===== config.mk =====
export PLATFORM = sky130hd
export DESIGN_NAME = cnt_snap_reader
export DESIGN_NICKNAME = d
export VERILOG_FILES = /design/src/rtl/cnt_snap_pkg.sv /design/src/rtl/cnt_snap_fetch.sv /design/src/rtl/cnt_snap_judge.sv /design/src/rtl/cnt_snap_reader.sv
export SDC_FILE = /design/constraint.sdc
export NUM_CORES = 1
export LEC_CHECK = 0
export BUFFER_PORTS_ARGS = -buffer_cell sky130_fd_sc_hd__buf_2
export CORE_MARGIN = 8
export CORE_UTILIZATION = 55
export CTS_BUF_LIST = sky130_fd_sc_hd__clkbuf_4 sky130_fd_sc_hd__clkbuf_8 sky130_fd_sc_hd__clkbuf_16
export DETAILED_ROUTE_END_ITERATION = 8
export PLACE_DENSITY = 0.77
export SLEW_MARGIN = 20
export SYNTH_ARGS = -nofsm -noshare
export SYNTH_HDL_FRONTEND = slang
export SYNTH_SLANG_ARGS = --single-unit

===== constraint.sdc =====
create_clock -name clk -period 2.5 [get_ports clk]
set_input_delay 0.5 -clock clk [delete_from_list [all_inputs] [get_ports clk]]
set_output_delay 0.5 -clock clk [all_outputs]
set_load 0.005 [all_outputs]

===== src/rtl/cnt_snap_pkg.sv =====
package cnt_snap_pkg;
  localparam int CNT_W  = 30;
  localparam int BYTE_W = 8;
  localparam int NBYTES = 4;

  typedef enum logic [1:0] {F_IDLE, F_IDX, F_RD, F_RSP} fetch_st_t;
  typedef enum logic [1:0] {S_IDLE, S_ISSUE, S_WAIT, S_JUDGE} seq_st_t;

  // Overlapping byte placement: byte 2 starts at bit 15, byte 3 at bit 23.
  function automatic logic [CNT_W-1:0] pack_bytes(
    input logic [BYTE_W-1:0] b0, input logic [BYTE_W-1:0] b1,
    input logic [BYTE_W-1:0] b2, input logic [BYTE_W-1:0] b3);
    logic [CNT_W:0] w;
    w = {b3, 23'd0} | {8'd0, b2, 15'd0} | {15'd0, b1, 8'd0} | {23'd0, b0};
    return w[CNT_W-1:0];
  endfunction
endpackage


===== src/rtl/cnt_snap_fetch.sv =====
module cnt_snap_fetch
  import cnt_snap_pkg::*;
#(
  parameter int DW = 8
) (
  input  logic          clk,
  input  logic          rst_n,
  input  logic          go_i,
  input  logic          chan_i,
  input  logic [DW-1:0] idx_i,
  output logic          req_valid_o,
  input  logic          req_ready_i,
  output logic          req_write_o,
  output logic          req_chan_o,
  output logic [DW-1:0] req_data_o,
  input  logic          rsp_valid_i,
  input  logic [DW-1:0] rsp_data_i,
  output logic          byte_valid_o,
  output logic [DW-1:0] byte_o
);
  fetch_st_t       st;
  logic            chan_q;
  logic [DW-1:0]   idx_q;

  always_ff @(posedge clk or negedge rst_n) begin
    if (!rst_n) begin
      st     <= F_IDLE;
      chan_q <= 1'b0;
      idx_q  <= '0;
    end else begin
      case (st)
        F_IDLE: if (go_i) begin
          chan_q <= chan_i;
          idx_q  <= idx_i;
          st     <= F_IDX;
        end
        F_IDX:  if (req_ready_i) st <= F_RD;
        F_RD:   if (req_ready_i) st <= F_RSP;
        F_RSP:  if (rsp_valid_i) st <= F_IDLE;
        default: st <= F_IDLE;
      endcase
    end
  end

  assign req_valid_o  = (st == F_IDX) || (st == F_RD);
  assign req_write_o  = (st == F_IDX);
  assign req_chan_o   = chan_q;
  assign req_data_o   = (st == F_IDX) ? idx_q : '0;
  assign byte_valid_o = (st == F_RSP) && rsp_valid_i;
  assign byte_o       = rsp_data_i;
endmodule


===== src/rtl/cnt_snap_judge.sv =====
module cnt_snap_judge #(
  parameter int W      = 30,
  parameter int HI_LSB = 15
) (
  input  logic [W-1:0] prev_i,
  input  logic [W-1:0] cur_i,
  output logic         again_o
);
  logic hi_diff;
  logic went_up;
  assign hi_diff = (prev_i[W-1:HI_LSB] != cur_i[W-1:HI_LSB]);
  assign went_up = (prev_i < cur_i);
  assign again_o = hi_diff || went_up;
endmodule


===== src/rtl/cnt_snap_reader.sv =====
module cnt_snap_reader
  import cnt_snap_pkg::*;
#(
  parameter int          MAX_RETRY = 3,
  parameter logic [7:0]  IDX_LO    = 8'h20,
  parameter logic [7:0]  IDX_HI    = 8'h21
) (
  input  logic             clk,
  input  logic             rst_n,
  input  logic             start_i,
  output logic             busy_o,
  output logic             done_o,
  output logic [CNT_W-1:0] count_o,
  output logic             bus_req_valid_o,
  input  logic             bus_req_ready_i,
  output logic             bus_req_write_o,
  output logic             bus_req_chan_o,
  output logic [7:0]       bus_req_data_o,
  input  logic             bus_rsp_valid_i,
  input  logic [7:0]       bus_rsp_data_i
);
  localparam int RW = $clog2(MAX_RETRY + 2);
  localparam int KW = $clog2(NBYTES);

  seq_st_t           st;
  logic [KW-1:0]     k_q;
  logic [RW-1:0]     nretry_q;
  logic [CNT_W-1:0]  prev_q;
  logic [BYTE_W-1:0] bytes_q [NBYTES];
  logic [CNT_W-1:0]  cur;
  logic              again;
  logic              go;
  logic              byte_vld;
  logic [BYTE_W-1:0] byte_d;
  logic [7:0]        idx_sel;

  assign go      = (st == S_ISSUE);
  assign idx_sel = k_q[0] ? IDX_HI : IDX_LO;
  assign cur     = pack_bytes(bytes_q[0], bytes_q[1], bytes_q[2], bytes_q[3]);
  assign busy_o  = (st != S_IDLE);

  cnt_snap_fetch #(.DW(BYTE_W)) u_fetch (
    .clk          (clk),
    .rst_n        (rst_n),
    .go_i         (go),
    .chan_i       (k_q[KW-1]),
    .idx_i        (idx_sel),
    .req_valid_o  (bus_req_valid_o),
    .req_ready_i  (bus_req_ready_i),
    .req_write_o  (bus_req_write_o),
    .req_chan_o   (bus_req_chan_o),
    .req_data_o   (bus_req_data_o),
    .rsp_valid_i  (bus_rsp_valid_i),
    .rsp_data_i   (bus_rsp_data_i),
    .byte_valid_o (byte_vld),
    .byte_o       (byte_d)
  );

  cnt_snap_judge #(.W(CNT_W), .HI_LSB(15)) u_judge (
    .prev_i  (prev_q),
    .cur_i   (cur),
    .again_o (again)
  );

  always_ff @(posedge clk or negedge rst_n) begin
    if (!rst_n) begin
      st       <= S_IDLE;
      k_q      <= '0;
      nretry_q <= '0;
      prev_q   <= '0;
      count_o  <= '0;
      done_o   <= 1'b0;
      for (int i = 0; i < NBYTES; i++) bytes_q[i] <= '0;
    end else begin
      done_o <= 1'b0;
      case (st)
        S_IDLE: if (start_i) begin
          prev_q   <= '0;
          nretry_q <= '0;
          k_q      <= '0;
          st       <= S_ISSUE;
        end
        S_ISSUE: st <= S_WAIT;
        S_WAIT: if (byte_vld) begin
          bytes_q[k_q] <= byte_d;
          if (k_q == KW'(NBYTES - 1)) st <= S_JUDGE;
          else begin
            k_q <= k_q + 1'b1;
            st  <= S_ISSUE;
          end
        end
        S_JUDGE: begin
          if (again && (nretry_q < RW'(MAX_RETRY))) begin
            prev_q   <= cur;
            nretry_q <= nretry_q + 1'b1;
            k_q      <= '0;
            st       <= S_ISSUE;
          end else begin
            count_o <= cur;
            done_o  <= 1'b1;
            st      <= S_IDLE;
          end
        end
        default: st <= S_IDLE;
      endcase
    end
  end
endmodule


==> flow_summary.json <==
{
  "result_of_the_run": "finished with violations",
  "failed_checks": "setup timing",
  "tritoncts": "built",
  "clkLatencyLatePin_ns": 0.38,
  "num_vias": 3483,
  "irDropWorstVdd_uv": 757,
  "globalplace.congestion": 0.809,
  "syn-instance-count": 419,
  "grt_antenna_before_repair": 0,
  "hp-class": "input pin to async pin",
  "slew-limit-headroom_pct": 65.0,
  "seq_power_share_pct": 35.7,
  "post_synth_fa_ha_maj_area_fraction_pct": 9.51,
  "fin_crit_sh_pct": 101,
  "post_synth_num_cell_types": 38,
  "clock_power_share_pct": 18.8,
  "fp.dieH_um": 111,
  "post_dp_area_um2": 5450,
  "filler_cell_count": 590,
  "p_int_w": 0.00437,
  "multi_input_comb_area_um2": 2370,
  "setup_crit_start_kind": "register",
  "post_drt_via_cell_ratio": 5.67,
  "antenna_viol_nets_final": 0,
  "p_r_area_growth_vs_syn_pct": 22.8,
  "cp-end-kind": "register",
  "worstSetupPathType": "register to register",
  "placementRows": 34,
  "detail_route.drc_violations": 0,
  "worstMarginPinSlew_ns": 0.524,
  "synth_seq_cells": 104,
  "layout_min_cycle_time_ns": 2.52,
  "first_pass_detailed_route_iteration_total": 5,
  "1st_iter_drt_viols": 244,
  "port-buffer-count": 49,
  "maxSlewViolCount": 0,
  "mostFrequentLayoutCells": "dfrtp_1, nand2_1, buf_2",
  "fin_cells": 614,
  "max_freq_ghz": 0.397,
  "chipWidth_um": 111,
  "i_o_pin_total": 56,
  "synth_compound_area_share_pct": 5.36,
  "synth.area.mux_share_pct": 20.1,
  "synth_top_area_share_pct": 52.1,
  "floorplan.initialDensity_pct": 57.0,
  "xor_and_xnor_fraction_of_the_mapped_netlist_area_pct": 0.175,
  "dp_hpwl_um": 7600,
  "drive_above_1_share_pct": 36.6,
  "setup_viol_count_final": 10,
  "wl_per_cell_um": 19.5,
  "ys_top_cells_by_area": "dfrtp_1, mux2_2, ha_1",
  "yosys.area_share.simple_pct": 7.36,
  "switching_share_pct": 36.6,
  "synthesis.yosys.warnings": 0,
  "fin_worst_skew_ns": 0.0158,
  "clock_path_buffers": 2,
  "data_required_time_of_the_critical_path_ns": 2.77,
  "report.power.total_w": 0.00689,
  "cp_slowest_cell": "dfrtp_1",
  "track_usage_pct": 17.0,
  "root_buffer": "clkbuf_8",
  "globalRouteOverflowTotal": 0,
  "finish.instance_area_um2": 6140,
  "ctsHtreeMaxLevel": 3,
  "wl_um": 12000,
  "cp_max_fo": 6,
  "hold_violation_total_from_the_final_report": 0,
  "p_per_area_nw_per_um2": 1120,
  "maximum_number_of_pins_on_one_net_before_global_route_repair": 40,
  "cts_sinks": 104,
  "finalSetupTns_ns": -0.0607,
  "synthesized_area_per_cell_um2": 11.9,
  "timing.critical_path.from": "bytes_q[5]",
  "postLayoutCoreUtil_pct": 70.0,
  "launch_point_of_the_worst_reg_to_reg_path": "bytes_q[5]",
  "n_antenna_cell": 0,
  "timing.critical_path.cells": "inv_2 > ha_4 > a41oi_2 > o21ai_2 > a221oi_2 > o211ai_1 > nor3b_2 > buf_4 > a21oi_4 > buf_6 > clkbuf_16 > mux2_4",
  "cell_count_after_placement": 576,
  "layout.nets": 552,
  "synth_top_family_by_area": "multiplexers",
  "timing.critical_path.arrival_ns": 2.79,
  "cts-buffers-inserted": 9,
  "layout.cells.most_common": "dfrtp_1",
  "grt_first_pass_wirelength_um": 17400,
  "synth_top_cell_by_area": "dfrtp_1",
  "least_setup_slack_across_all_paths_after_layout_ns": -0.0178,
  "synth_sequential_area_ratio_pct": 52.1,
  "core_area_um2": 8760,
  "power_frac_comb_pct": 45.5,
  "p_leak_nw": 3.29,
  "grt_pass1_vias": 3500,
  "power.net_switching_w": 0.00252,
  "dieArea_um2": 12400,
  "worst_path_largest_cell_delay_ns": 0.41,
  "post_synth_instance_area_um2": 5000,
  "ff_latch_area_um2": 2600,
  "path_clk_slew_ns": 0.11,
  "drv_cap": 0,
  "grt_setup_unrepaired": "true"
}
-- layout make-up --
cell class | count | area share, %
flip-flops and latches | 104 | 42.4
multi-input cells | 263 | 38.7
repair buffers | 83 | 10.2
inverters | 40 | 2.45
well taps | 108 | 2.20
clock inverters | 7 | 2.04
clock buffers | 9 | 2.02
-- Yosys cell counts (all sizes together) --
master   count
a22oi        1
ha          38
o31a         1
nor2b        3
inv         40
a221oi       2
nand3b       2
clkbuf       4
o2111ai      1
nor3b        1
nor4         2
mux2i       33
a211o        1
a211oi       1
a21oi       15
and2         2
nor2         6
and3         1
o211ai       1
nand4        2
nand2b       3
o21a         2
a21o         2
nor3         2
nand3        4
nand2       55
mux2        60
conb         1
a41oi        1
buf         13
xor2         1
dfrtp      104
o21ai       14
-- what timing repair did --
action | 4_1_cts | 5_1_grt
buffers inserted | 5 | 15
pin swaps | 3 | 14
setup endpoints to repair | 31 | 63
cloned | 1 | 1
hold buffers | 0 | 0
resized for setup | 10 | 46
-- flip-flops by register name (all words and copies together), names as in the netlist --
register,cells
bytes_q,31
u_fetch.st,2
done_o,1
u_fetch.req_chan_o,1
u_fetch.idx_q,2
count_o,30
k_q,2
st,2
nretry_q,3
prev_q,30
-- worst max-delay path: cells and delay by family (launching register included) --
kind                     cells  cell delay (ns)
AND/OR/NAND/NOR              1             0.20
adder cells (fa/ha/maj)      1             0.23
buffers and inverters        4             0.59
AO/OA/AOI/OAI                5             0.70
flip-flops                   1             0.41
multiplexers                 1             0.30
-- metal layers --
layer | share of wire [%] | global-route usage (%) | up-vias
li1 | - | - | 1573
met1 | 43 | 21.8 | 1771
met2 | 49 | 28.1 | 112
met3 | 5.0 | 3.11 | 27
met4 | 3.0 | 6.22 | 0
met5 | 0 | 0 | -
-- power groups by stage --
stage | clock network (W) | registers [W] | logic (W)
6_report | 0.00130 | 0.00246 | 0.00313
5_1_grt | 0.00136 | 0.00252 | 0.00344
4_1_cts | 0.00129 | 0.00244 | 0.00274
3_5_place_dp | 0 | 0.00247 | 0.00261
3_3_place_gp | 0 | 0.00245 | 0.00250
2_1_floorplan | 0 | 0.00240 | 0.00170
-- final timing paths --
kind / endpoint / slack [ns] / cells after the start
max in group asynchronous: prev_q[2] / 1.84 / 2
min: prev_q[26] / 0.09 / 1
min reg2reg: u_fetch.idx_q[5] / 0.48 / 1
max: count_o[12] / -0.02 / 12
max reg2reg: count_o[12] / -0.02 / 12
min in group clk: bytes_q[15] / 0.41 / 2
-- through the flow --
stage               hold slack [ns]  setup WS (ns)
floorplan                     0.204          0.299
global placement              0.443       -0.00849
detailed placement            0.448        -0.0654
CTS                           0.104        0.00711
global route                  0.112         -0.176
finish                       0.0855        -0.0178
-- cells by family (layout without fill, tap and decap cells) --
kind of cell	Yosys count	after routing
AOI/OAI and AO/OA	42	42
xor gates and xnor gates	1	1
adders and majority gates	38	38
buffers and inverters	57	139
DFF	104	104
muxes	93	93
other	1	6
and+or+nand+nor	83	83
No activity file was read; power rests on OpenSTA's default activity.
